### src/rtl/codec_reg_pkg.sv
package codec_reg_pkg;

    // word slots seen by the host
    typedef enum logic [1:0] {
        SLOT_CTRL  = 2'd0,
        SLOT_CADDR = 2'd1,
        SLOT_DOUT  = 2'd2,
        SLOT_DIN   = 2'd3
    } slot_e;

    localparam int CTL_GO_BIT  = 0;
    localparam int CTL_DIR_BIT = 1;
    localparam int NUM_SLOTS   = 4;

    // decoded bus access
    typedef struct packed {
        logic  wr;   // legal write this cycle
        logic  rd;   // legal read this cycle
        slot_e slot;
    } bus_op_t;

    typedef enum logic {
        XS_IDLE = 1'b0,
        XS_WAIT = 1'b1
    } xact_state_e;

    function automatic logic slot_defined(input logic [7:0] idx);
        return idx < NUM_SLOTS;
    endfunction

endpackage

### src/rtl/codec_reg_decode.sv
module codec_reg_decode
    import codec_reg_pkg::*;
#(
    parameter int ADDR_W = 5
) (
    input  logic              sel,
    input  logic              we,
    input  logic [ADDR_W-1:0] addr,
    input  logic [3:0]        be,
    output bus_op_t           op,
    output logic              bad
);
    localparam int IDX_W = ADDR_W - 2;

    logic [IDX_W-1:0] idx;
    logic             legal;

    assign idx   = addr[ADDR_W-1:2];
    assign legal = slot_defined(8'(idx)) && (&be);

    always_comb begin
        op.wr   = sel && we && legal;
        op.rd   = sel && !we && legal;
        op.slot = slot_e'(idx[1:0]);
        bad     = sel && !legal;
    end
endmodule

### src/rtl/codec_reg_bank.sv
module codec_reg_bank
    import codec_reg_pkg::*;
#(
    parameter int DATA_W = 32
) (
    input  logic              clk,
    input  logic              rst,
    input  bus_op_t           op,
    input  logic [DATA_W-1:0] wdata,
    input  logic              din_load,
    input  logic [DATA_W-1:0] din_value,
    output logic              go,
    output logic              go_dir,
    output logic [DATA_W-1:0] caddr_q,
    output logic [DATA_W-1:0] dout_q,
    output logic [DATA_W-1:0] rdata
);
    logic [DATA_W-1:0] ctrl_q;
    logic [DATA_W-1:0] din_q;
    logic [DATA_W-1:0] sel_val;
    logic              ctrl_wr;

    assign ctrl_wr = op.wr && (op.slot == SLOT_CTRL);
    assign go      = ctrl_wr && wdata[CTL_GO_BIT];
    assign go_dir  = wdata[CTL_DIR_BIT];

    always_comb begin
        unique case (op.slot)
            SLOT_CTRL:  sel_val = ctrl_q;
            SLOT_CADDR: sel_val = caddr_q;
            SLOT_DOUT:  sel_val = dout_q;
            default:    sel_val = din_q;
        endcase
    end

    always_ff @(posedge clk) begin
        if (rst) begin
            ctrl_q  <= '0;
            caddr_q <= '0;
            dout_q  <= '0;
            din_q   <= '0;
            rdata   <= '0;
        end else begin
            rdata <= op.rd ? sel_val : '0;
            if (ctrl_wr) begin
                ctrl_q <= wdata;
                ctrl_q[CTL_GO_BIT] <= 1'b0;
            end
            if (op.wr && op.slot == SLOT_CADDR) caddr_q <= wdata;
            if (op.wr && op.slot == SLOT_DOUT)  dout_q  <= wdata;
            // codec answer wins over a host write in the same cycle
            if (din_load)
                din_q <= din_value;
            else if (op.wr && op.slot == SLOT_DIN)
                din_q <= wdata;
        end
    end

    AST_CTRL_GO_READS_ZERO: assert property (@(posedge clk) disable iff (rst)
        (op.rd && op.slot == SLOT_CTRL) |=> (rdata[CTL_GO_BIT] == 1'b0));

    AST_RDATA_IDLE_ZERO: assert property (@(posedge clk) disable iff (rst)
        !op.rd |=> (rdata == '0));
endmodule

### src/rtl/codec_xact_fsm.sv
module codec_xact_fsm
    import codec_reg_pkg::*;
(
    input  logic clk,
    input  logic rst,
    input  logic go,
    input  logic go_dir,
    input  logic codec_done,
    output logic codec_req,
    output logic codec_wr,
    output logic irq_wr_done,
    output logic irq_rd_done,
    output logic din_load
);
    xact_state_e state;

    assign din_load = (state == XS_WAIT) && codec_done;

    always_ff @(posedge clk) begin
        if (rst) begin
            state       <= XS_IDLE;
            codec_req   <= 1'b0;
            codec_wr    <= 1'b0;
            irq_wr_done <= 1'b0;
            irq_rd_done <= 1'b0;
        end else begin
            codec_req   <= 1'b0;
            irq_wr_done <= 1'b0;
            irq_rd_done <= 1'b0;
            unique case (state)
                XS_IDLE: begin
                    if (go) begin
                        codec_req <= 1'b1;
                        codec_wr  <= go_dir;
                        if (go_dir) irq_wr_done <= 1'b1;
                        else        state       <= XS_WAIT;
                    end
                end
                default: begin
                    if (codec_done) begin
                        irq_rd_done <= 1'b1;
                        state       <= XS_IDLE;
                    end
                end
            endcase
        end
    end

    AST_REQ_ONE_CYCLE: assert property (@(posedge clk) disable iff (rst)
        codec_req |=> !codec_req);

    AST_WR_IRQ_ONE_CYCLE: assert property (@(posedge clk) disable iff (rst)
        irq_wr_done |=> !irq_wr_done);

    AST_RD_IRQ_AFTER_DONE: assert property (@(posedge clk) disable iff (rst)
        irq_rd_done |-> $past(codec_done));

    AST_IRQ_EXCLUSIVE: assert property (@(posedge clk) disable iff (rst)
        !(irq_wr_done && irq_rd_done));

    AST_WR_IRQ_WITH_REQ: assert property (@(posedge clk) disable iff (rst)
        irq_wr_done |-> (codec_req && codec_wr));
endmodule

### src/rtl/codec_reg_ctl.sv
module codec_reg_ctl
    import codec_reg_pkg::*;
#(
    parameter int ADDR_W = 5,
    parameter int DATA_W = 32
) (
    input  logic              clk,
    input  logic              rst,
    input  logic              bus_sel,
    input  logic              bus_we,
    input  logic [ADDR_W-1:0] bus_addr,
    input  logic [3:0]        bus_be,
    input  logic [DATA_W-1:0] bus_wdata,
    output logic [DATA_W-1:0] bus_rdata,
    output logic              codec_req,
    output logic              codec_wr,
    output logic [DATA_W-1:0] codec_addr,
    output logic [DATA_W-1:0] codec_wdata,
    input  logic              codec_done,
    input  logic [DATA_W-1:0] codec_rdata,
    output logic              irq_wr_done,
    output logic              irq_rd_done,
    output logic              err_flag
);
    bus_op_t op;
    logic    bad;
    logic    go;
    logic    go_dir;
    logic    din_load;

    codec_reg_decode #(.ADDR_W(ADDR_W)) u_decode (
        .sel  (bus_sel),
        .we   (bus_we),
        .addr (bus_addr),
        .be   (bus_be),
        .op   (op),
        .bad  (bad)
    );

    codec_reg_bank #(.DATA_W(DATA_W)) u_bank (
        .clk       (clk),
        .rst       (rst),
        .op        (op),
        .wdata     (bus_wdata),
        .din_load  (din_load),
        .din_value (codec_rdata),
        .go        (go),
        .go_dir    (go_dir),
        .caddr_q   (codec_addr),
        .dout_q    (codec_wdata),
        .rdata     (bus_rdata)
    );

    codec_xact_fsm u_fsm (
        .clk         (clk),
        .rst         (rst),
        .go          (go),
        .go_dir      (go_dir),
        .codec_done  (codec_done),
        .codec_req   (codec_req),
        .codec_wr    (codec_wr),
        .irq_wr_done (irq_wr_done),
        .irq_rd_done (irq_rd_done),
        .din_load    (din_load)
    );

    always_ff @(posedge clk) begin
        if (rst) err_flag <= 1'b0;
        else if (bad) err_flag <= 1'b1;
    end

    AST_ERR_STICKY: assert property (@(posedge clk) disable iff (rst)
        err_flag |=> err_flag);

    AST_ERR_ON_BAD: assert property (@(posedge clk) disable iff (rst)
        (bus_sel && !(&bus_be)) |=> err_flag);

    AST_BAD_READ_ZERO: assert property (@(posedge clk) disable iff (rst)
        (bus_sel && !bus_we && !(&bus_be)) |=> (bus_rdata == '0));
endmodule

### config.mk
export PLATFORM = sky130hd
export DESIGN_NAME = codec_reg_ctl
export DESIGN_NICKNAME = d
export VERILOG_FILES = /design/src/rtl/codec_reg_pkg.sv /design/src/rtl/codec_reg_decode.sv /design/src/rtl/codec_reg_bank.sv /design/src/rtl/codec_xact_fsm.sv /design/src/rtl/codec_reg_ctl.sv
export SDC_FILE = /design/constraint.sdc
export NUM_CORES = 1
export LEC_CHECK = 0
export ABC_AREA = 1
export CAP_MARGIN = 20
export CORE_MARGIN = 2
export CORE_UTILIZATION = 50
export DETAILED_ROUTE_END_ITERATION = 8
export DONT_BUFFER_PORTS = 1
export HOLD_SLACK_MARGIN = 0.02
export MAX_ROUTING_LAYER = met4
export PLACE_DENSITY = 0.68
export SLEW_MARGIN = 10
export SYNTH_ARGS = -nofsm -noshare
export SYNTH_HDL_FRONTEND = slang
export SYNTH_HIERARCHICAL = 1
export SYNTH_SLANG_ARGS = --single-unit
### constraint.sdc
create_clock -name clk -period 1.7 [get_ports clk]
set_input_delay 0.34 -clock clk [delete_from_list [all_inputs] [get_ports clk]]
set_output_delay 0.34 -clock clk [all_outputs]
set_load 0.01 [all_outputs]
==> summary.md, run 1 <==
| Metric | Value |
|---|---|
| Antenna Nets Post-Route | `0` |
| Commonest non-fill, non-tap cells in the layout | `nand2_1 (270), dfxtp_1 (165), nor2_1 (129)` |
| Total track usage | `28.4%` |
| PortBufs | `0` |
| Critical path peak fanout | `35` |
| DRC | `0` |
| Buf/Inv on CP | `3` |
| Multi-input logic area | `0.00349 mm²` |
| Max Slew Vio Count | `0` |
| GPL Wtd Cong | `0.789` |
| Share of the synthesized area in the top cell type | `44.2%` |
| Global route total overflow | `0` |
| Setup violators final | `0` |
| Crit path depth | `8` |
| Cell area after synthesis | `0.00747 mm²` |
| Die height | `126 µm` |
| CTS buffer count | `17` |
| Cell depth of the worst flop-to-flop path | `8` |
| Period Utilization, post-route | `81.6%` |
| Worst Tran Pin Value | `0.450 ns` |
| #FFs+latches synth | `165` |
| Final min period | `1.39 ns` |
| Clock root buffer | `clkbuf_16` |
| Crit path top cell by count | `nor2_1` |
| Ordered cell list for the critical path | `nand2_1, inv_1, inv_2, buf_4, nor2_1, nor2_1, nand2_1, nor2_1` |
| CP Launch Type | `flip-flop` |
| Fin cells | `1248` |
| Distinct cells, synth | `22` |
| Commonest non-fill, non-tap cell in the layout | `nand2_1` |
| Overall power | `8.52 mW` |
| Routed len/inst | `17.8 µm` |
| DRT Pass-1 Iters | `7` |
| Register area | `0.00330 mm²` |
| Slowest-stage cell, CP | `dfxtp_1` |
| Clk slew on worst S/H paths | `0.07 ns` |
| Die Wd | `126 µm` |
| DR vias/cell | `5.74` |
| Core ar. | `0.0146 mm²` |
| Synthesized net count | `1168` |
| MaxCap Viol Count | `0` |
| Largest net degree at the start of global routing | `94` |
| Max incr delay on CP | `0.34 ns` |
| Row Count | `44` |
| Leading area contributor after synthesis | `dfxtp_1` |
| Relative slew slack | `70.0%` |
| CTS sink cnt | `165` |
| Die area | `0.0159 mm²` |
| RSZ-0062 raised after global routing | `false` |
| Clock insertion delay at the later pin of the skew report | `0.43 ns` |
| LEAKAGE | `3.58 nW` |
| H-tree depth | `4` |
| CP top delay family | `buffers and inverters` |
| Post-DP HPWL | `13.1 mm` |
| Global-route wire length before repair | `34.9 mm` |
| CTS max path bufs | `2` |
| Layout area overhead | `11.4%` |
| PwrDens | `1020 mW/mm²` |
| Area contributors post-synth | `dfxtp_1 (44%), nand2_1 (14%), a21oi_1 (8.0%)` |
| CP Class | `flip-flop to flip-flop` |
| ANT cells | `0` |
| Final Hold Fails | `0` |
| CTS tree | `done` |
| Final Skew | `0.00590 ns` |
| Final wirelength | `22.2 mm` |
| Max rail drop VDD | `653 µV` |
| Filler cell count | `1393` |
| Crit end category | `flip-flop` |
| Seq/Total Area, Yosys | `44.2%` |
| Share of cells above drive strength 1 | `7.33%` |
| Final TNS setup | `0 ns` |
| Outcome | `finished clean` |
| Nets | `1129` |
| Worst EP arrival | `1.76 ns` |
| Placed Instances | `1215` |
| Post-Syn Area per Cell | `6.85 µm²` |
| Syn. warnings | `6` |
| Hold/Removal Path Class | `input port to flip-flop` |
| Ports | `179` |
| Vias | `7160` |
| Req. time, crit path | `2.07 ns` |
| Initial antenna violation count | `0` |
| Hold path depth | `2` |
| Syn Inst Count | `1090` |
| Starting DRT DRC Count | `651` |
| Initial core utilization | `51.2%` |
| Fmax | `721 MHz` |
| Vias in the first global route | `6387` |
## logic make-up (layout without fill, tap and decap cells)
group	after synthesis	count (layout)	synth area share [%]
flops	165	165	44.2
simple gates	602	602	36.1
compound gates	152	152	10.2
buf+inv	171	145	9.48
## registers in the layout, indices dropped and copies added, names as in the netlist
name               cells
u_fsm/codec_req        1
u_fsm/state            1
u_fsm/irq_wr_done      1
u_bank/dout_q         32
u_fsm/codec_wr         1
u_bank/rdata          32
u_bank/ctrl_q         31
u_bank/din_q          32
u_bank/caddr_q        32
err_flag               1
u_fsm/irq_rd_done      1
## final cells by class
| type | instances | area share [%] |
|---|---|---|
| Multi-Input combinational cell | 754 | 41.9 |
| Sequential cell | 165 | 39.7 |
| Clock buffer | 20 | 5.61 |
| Timing Repair Buffer | 35 | 4.15 |
| Inverter | 78 | 3.52 |
| Tap cell | 184 | 2.77 |
| Clock inverter | 12 | 2.39 |
## path summary, 6_finish.rpt
kind / end / slack, ns / startpoint
max: u_bank/din_q[22] / 0.31 / u_fsm/state
min: u_fsm/irq_wr_done / 0.05 / bus_wdata[1]
max reg2reg: u_bank/din_q[22] / 0.31 / u_fsm/state
min reg2reg: u_bank/ctrl_q[27] / 0.47 / u_bank/ctrl_q[27]
## per-stage QoR
stage               instance area, µm²  setup slack (ns)  utilization [%]  hold slack [ns]
detailed placement                7630            0.0601             52.3            0.418
global placement                  7630            0.0585             52.3            0.418
global route                      8320             0.185             57.1           0.0362
finish                            8320             0.312             57.1           0.0474
CTS                               8320             0.340             57.1           0.0237
floorplan                         7470            0.0361                -            0.409
## report_power, final
part / total (mW) / switching (mW) / internal, mW
registers: 3.88 / 0.00653 / 3.87
clock network: 4.34 / 1.61 / 2.72
logic: 0.306 / 0.208 / 0.0976
total: 8.52 / 1.83 / 6.69
## timing repair
item / in CTS / in global routing
endpoints found under the hold margin: 67 / 0
hold buffers: 1 / 0
buffers inserted: 0 / 0
resized for setup: 0 / 0
## synthesized netlist by cell type (all sizes together)
master and number:
inv 77, nand3 102, nand4 65, dfxtp 165
a21oi 121, nor2 131, nand3b 31, buf 46
nand2 270, clkbuf 47, nor3b 1, or2 1
clkinv 1, and3 1, o21ai 31
## per-layer routing
metal	share of wire, %	vias up	GRT usage [%]
met5	0	-	-
met4	1.5	0	9.18
met1	44	3308	38.4
met3	8.5	26	6.67
li1	-	3478	-
met2	46	348	42.2
Note: power is estimated with default switching activity, not from simulation.
==> run 2: changes to the inputs <==
--- a/config.mk
+++ b/config.mk
@@ -13,7 +13,6 @@
 export DONT_BUFFER_PORTS = 1
 export HOLD_SLACK_MARGIN = 0.02
 export MAX_ROUTING_LAYER = met4
-export PLACE_DENSITY = 0.68
 export SLEW_MARGIN = 10
 export SYNTH_ARGS = -nofsm -noshare
 export SYNTH_HDL_FRONTEND = slang
==> constraint.sdc (replaced) <==
create_clock -name clk -period 1.3 [get_ports clk]
set_input_delay 0.26 -clock clk [delete_from_list [all_inputs] [get_ports clk]]
set_output_delay 0.26 -clock clk [all_outputs]
set_load 0.01 [all_outputs]
==> run 2 against run 1 <==
  * The flow now finishes with violations (hold timing)
  * Design area rose by 4.3%
  * Routed wire length is 2.1% lower
  * Flip-flop and latch count unchanged
  * Largest cell class unchanged
  * Combinational power is 37% higher
  * Cell count rose by 1.8%
  * Fmax increased by 19%
  * Clock power up 28%
==> summary.md, run 2 (synthesized netlist as in run 1, its figures left out) <==
| Metric | Value |
|---|---|
| M1 GR Usage | `35.8% (-2.5 points)` |
| Worst Tran Pin Value | `0.330 ns (-0.120 ns)` |
| Die height | `126 µm (unchanged)` |
| Hold Startpoint | `rst` |
| Post-DP HPWL | `13.5 mm (+2.8%)` |
| DR vias/cell | `5.54 (-3.4%)` |
| Fin cells | `1271 (+1.8%)` |
| Req. time, crit path | `1.61 ns (-0.46 ns)` |
| RSZ-0062 raised after global routing | `false` |
| Nets | `1153 (+2.1%)` |
| Global route total overflow | `0 (unchanged)` |
| Share of cells above drive strength 1 | `8.37% (+1.0 points)` |
| Starting DRT DRC Count | `503 (-23%)` |
| Crit end category | `flip-flop` |
| GPL Wtd Cong | `0.785 (-0.58%)` |
| Final Hold Fails | `65 (+65)` |
| Hold_ws | `-0.0944 ns (-0.142 ns)` |
| Slowest-stage cell, CP | `dfxtp_1` |
| Antenna Nets Post-Route | `0 (unchanged)` |
| ANT cells | `0 (unchanged)` |
| Clock root buffer | `clkbuf_16` |
| CP Launch Type | `flip-flop` |
| Period Utilization, post-route | `89.8% (+8.2 points)` |
| CTS buffer count | `17 (unchanged)` |
| CTS sink cnt | `165 (unchanged)` |
| Final Skew | `0.00690 ns (+0.00100 ns)` |
| Failing checks | `hold timing` |
| Commonest non-fill, non-tap cell in the layout | `nand2_1` |
| Setup violators final | `0 (unchanged)` |
| LEAKAGE | `3.75 nW (+5.0%)` |
| Final core occ | `59.5% (+2.5 points)` |
| Reg-to-Reg Start | `u_fsm/state` |
| Max Slew Vio Count | `0 (unchanged)` |
| DRT Pass-1 Iters | `5 (-2)` |
| Met3 global-route usage | `7.82% (+1.1 points)` |
| Commonest non-fill, non-tap cells in the layout | `nand2_1 (269), dfxtp_1 (165), nor2_1 (128)` |
| Max incr delay on CP | `0.33 ns (about the same)` |
| Vias | `7046 (-1.6%)` |
| Relative slew slack | `78.0% (+8.0 points)` |
| PwrDens | `1270 mW/mm² (+24%)` |
| Hold buffers post-CTS | `13 (+12)` |
| Buf/Inv on CP | `3 (unchanged)` |
| GR peak layer | `met2` |
| CP Class | `flip-flop to flip-flop` |
| CTS tree | `done` |
| Worst setup path startpoint | `u_fsm/state` |
| Total track usage | `28.1% (-0.29 points)` |
| Routed len/inst | `17.1 µm (-3.8%)` |
| Initial antenna violation count | `0 (unchanged)` |
| Final wirelength | `21.8 mm (-2.1%)` |
| Row Count | `44 (unchanged)` |
| Crit path top cell by count | `nand2_1` |
| Initial core utilization | `51.2% (unchanged)` |
| Final min period | `1.17 ns (-0.220 ns)` |
| Core ar. | `0.0146 mm² (unchanged)` |
| Critical path peak fanout | `35 (unchanged)` |
| MaxCap Viol Count | `0 (unchanged)` |
| Layout area overhead | `16.3%` |
| Ports | `179 (unchanged)` |
| Vias in the first global route | `6576 (+3.0%)` |
| Worst EP arrival | `1.48 ns (-0.28 ns)` |
| CP top delay family | `flip-flops` |
| Max rail drop VDD | `897 µV (+37%)` |
| Largest net degree at the start of global routing | `94 (unchanged)` |
| Fmax | `857 MHz (+19%)` |
| Placed Instances | `1227 (+0.99%)` |
| Ordered cell list for the critical path | `nand2_1, inv_2, inv_4, buf_12, nand2_1, nand2_1, a21oi_1, nor2_1` |
| Clock insertion delay at the later pin of the skew report | `0.42 ns (about the same)` |
| Clk slew on worst S/H paths | `0.06 ns (about the same)` |
| Hold/Removal Path Class | `input port to flip-flop` |
| Outcome | `finished with violations` |
| Global-route wire length before repair | `34.9 mm (about the same)` |
| Routing usage on met2 | `43.0% (+0.82 points)` |
| H-tree depth | `4 (unchanged)` |
| Die Wd | `126 µm (unchanged)` |
| Die area | `0.0159 mm² (unchanged)` |
| CTS max path bufs | `2 (unchanged)` |
| DRC | `0 (unchanged)` |
| Filler cell count | `1393 (unchanged)` |
| PortBufs | `0 (unchanged)` |
-- run 2: per-layer routing --
layer  vias up  routed length, µm
met3        37               1700
li1       3521                  -
met1      3233               9670
met4         0                458
met5         -                  0
met2       255               9930
-- run 2: area by class of cell --
class | count | area, µm² | area share (%)
multi-input cells | 754 | 3510 | 40.4
flip-flops and latches | 165 | 3300 | 38.0
repair buffers | 59 | 692 | 7.97
clock buffers | 23 | 488 | 5.62
inverters | 78 | 295 | 3.40
well taps | 184 | 230 | 2.65
clock inverters | 8 | 169 | 1.94
-- run 2: worst reg2reg max path: stages, from the launching register on --
cell	delay (ns)
dfxtp_1	0.33
nand2_1	0.08
inv_2	0.09
inv_4	0.07
buf_12	0.18
nand2_1	0.07
nand2_1	0.04
a21oi_1	0.14
nor2_1	0.06
-- run 2: report_power, final --
| group | total (mW) | internal [mW] | switching, mW |
|---|---|---|---|
| Clock | 5.57 | 3.61 | 1.96 |
| Sequential | 5.07 | 5.07 | 0.00853 |
| Combinational | 0.420 | 0.164 | 0.256 |
-- run 2: through the flow --
step                      hold slack [ns]  cell area (µm²)  setup WS (ns)  setup TNS [ns]  total power [mW]
after CTS                          -0.110             8680         0.0657               0              11.1
after floorplan                     0.329             7530         -0.127          -0.816              5.55
after detailed placement            0.338             7890         -0.134          -10.14              5.56
after global routing               -0.118             8680        0.00701               0              11.4
after global placement              0.336             7890        -0.0874           -7.15              5.56
final                             -0.0944             8680          0.133               0              11.1
-- run 2: final timing paths --
kind / endpoint / slack [ns] / depth (start not counted)
worst max register to register: u_bank/din_q[21] / 0.13 / 8
worst min register to register: u_bank/ctrl_q[22] / 0.47 / 2
worst max-delay path: u_bank/din_q[21] / 0.13 / 8
worst min-delay path: u_fsm/state / -0.09 / 1
-- run 2: repair_timing --
item / CTS / global route
setup buffers: 0 / 0
gates resized for setup: 0 / 3
endpoints found under the setup margin: 0 / 18
hold endpoints to repair: 78 / 70
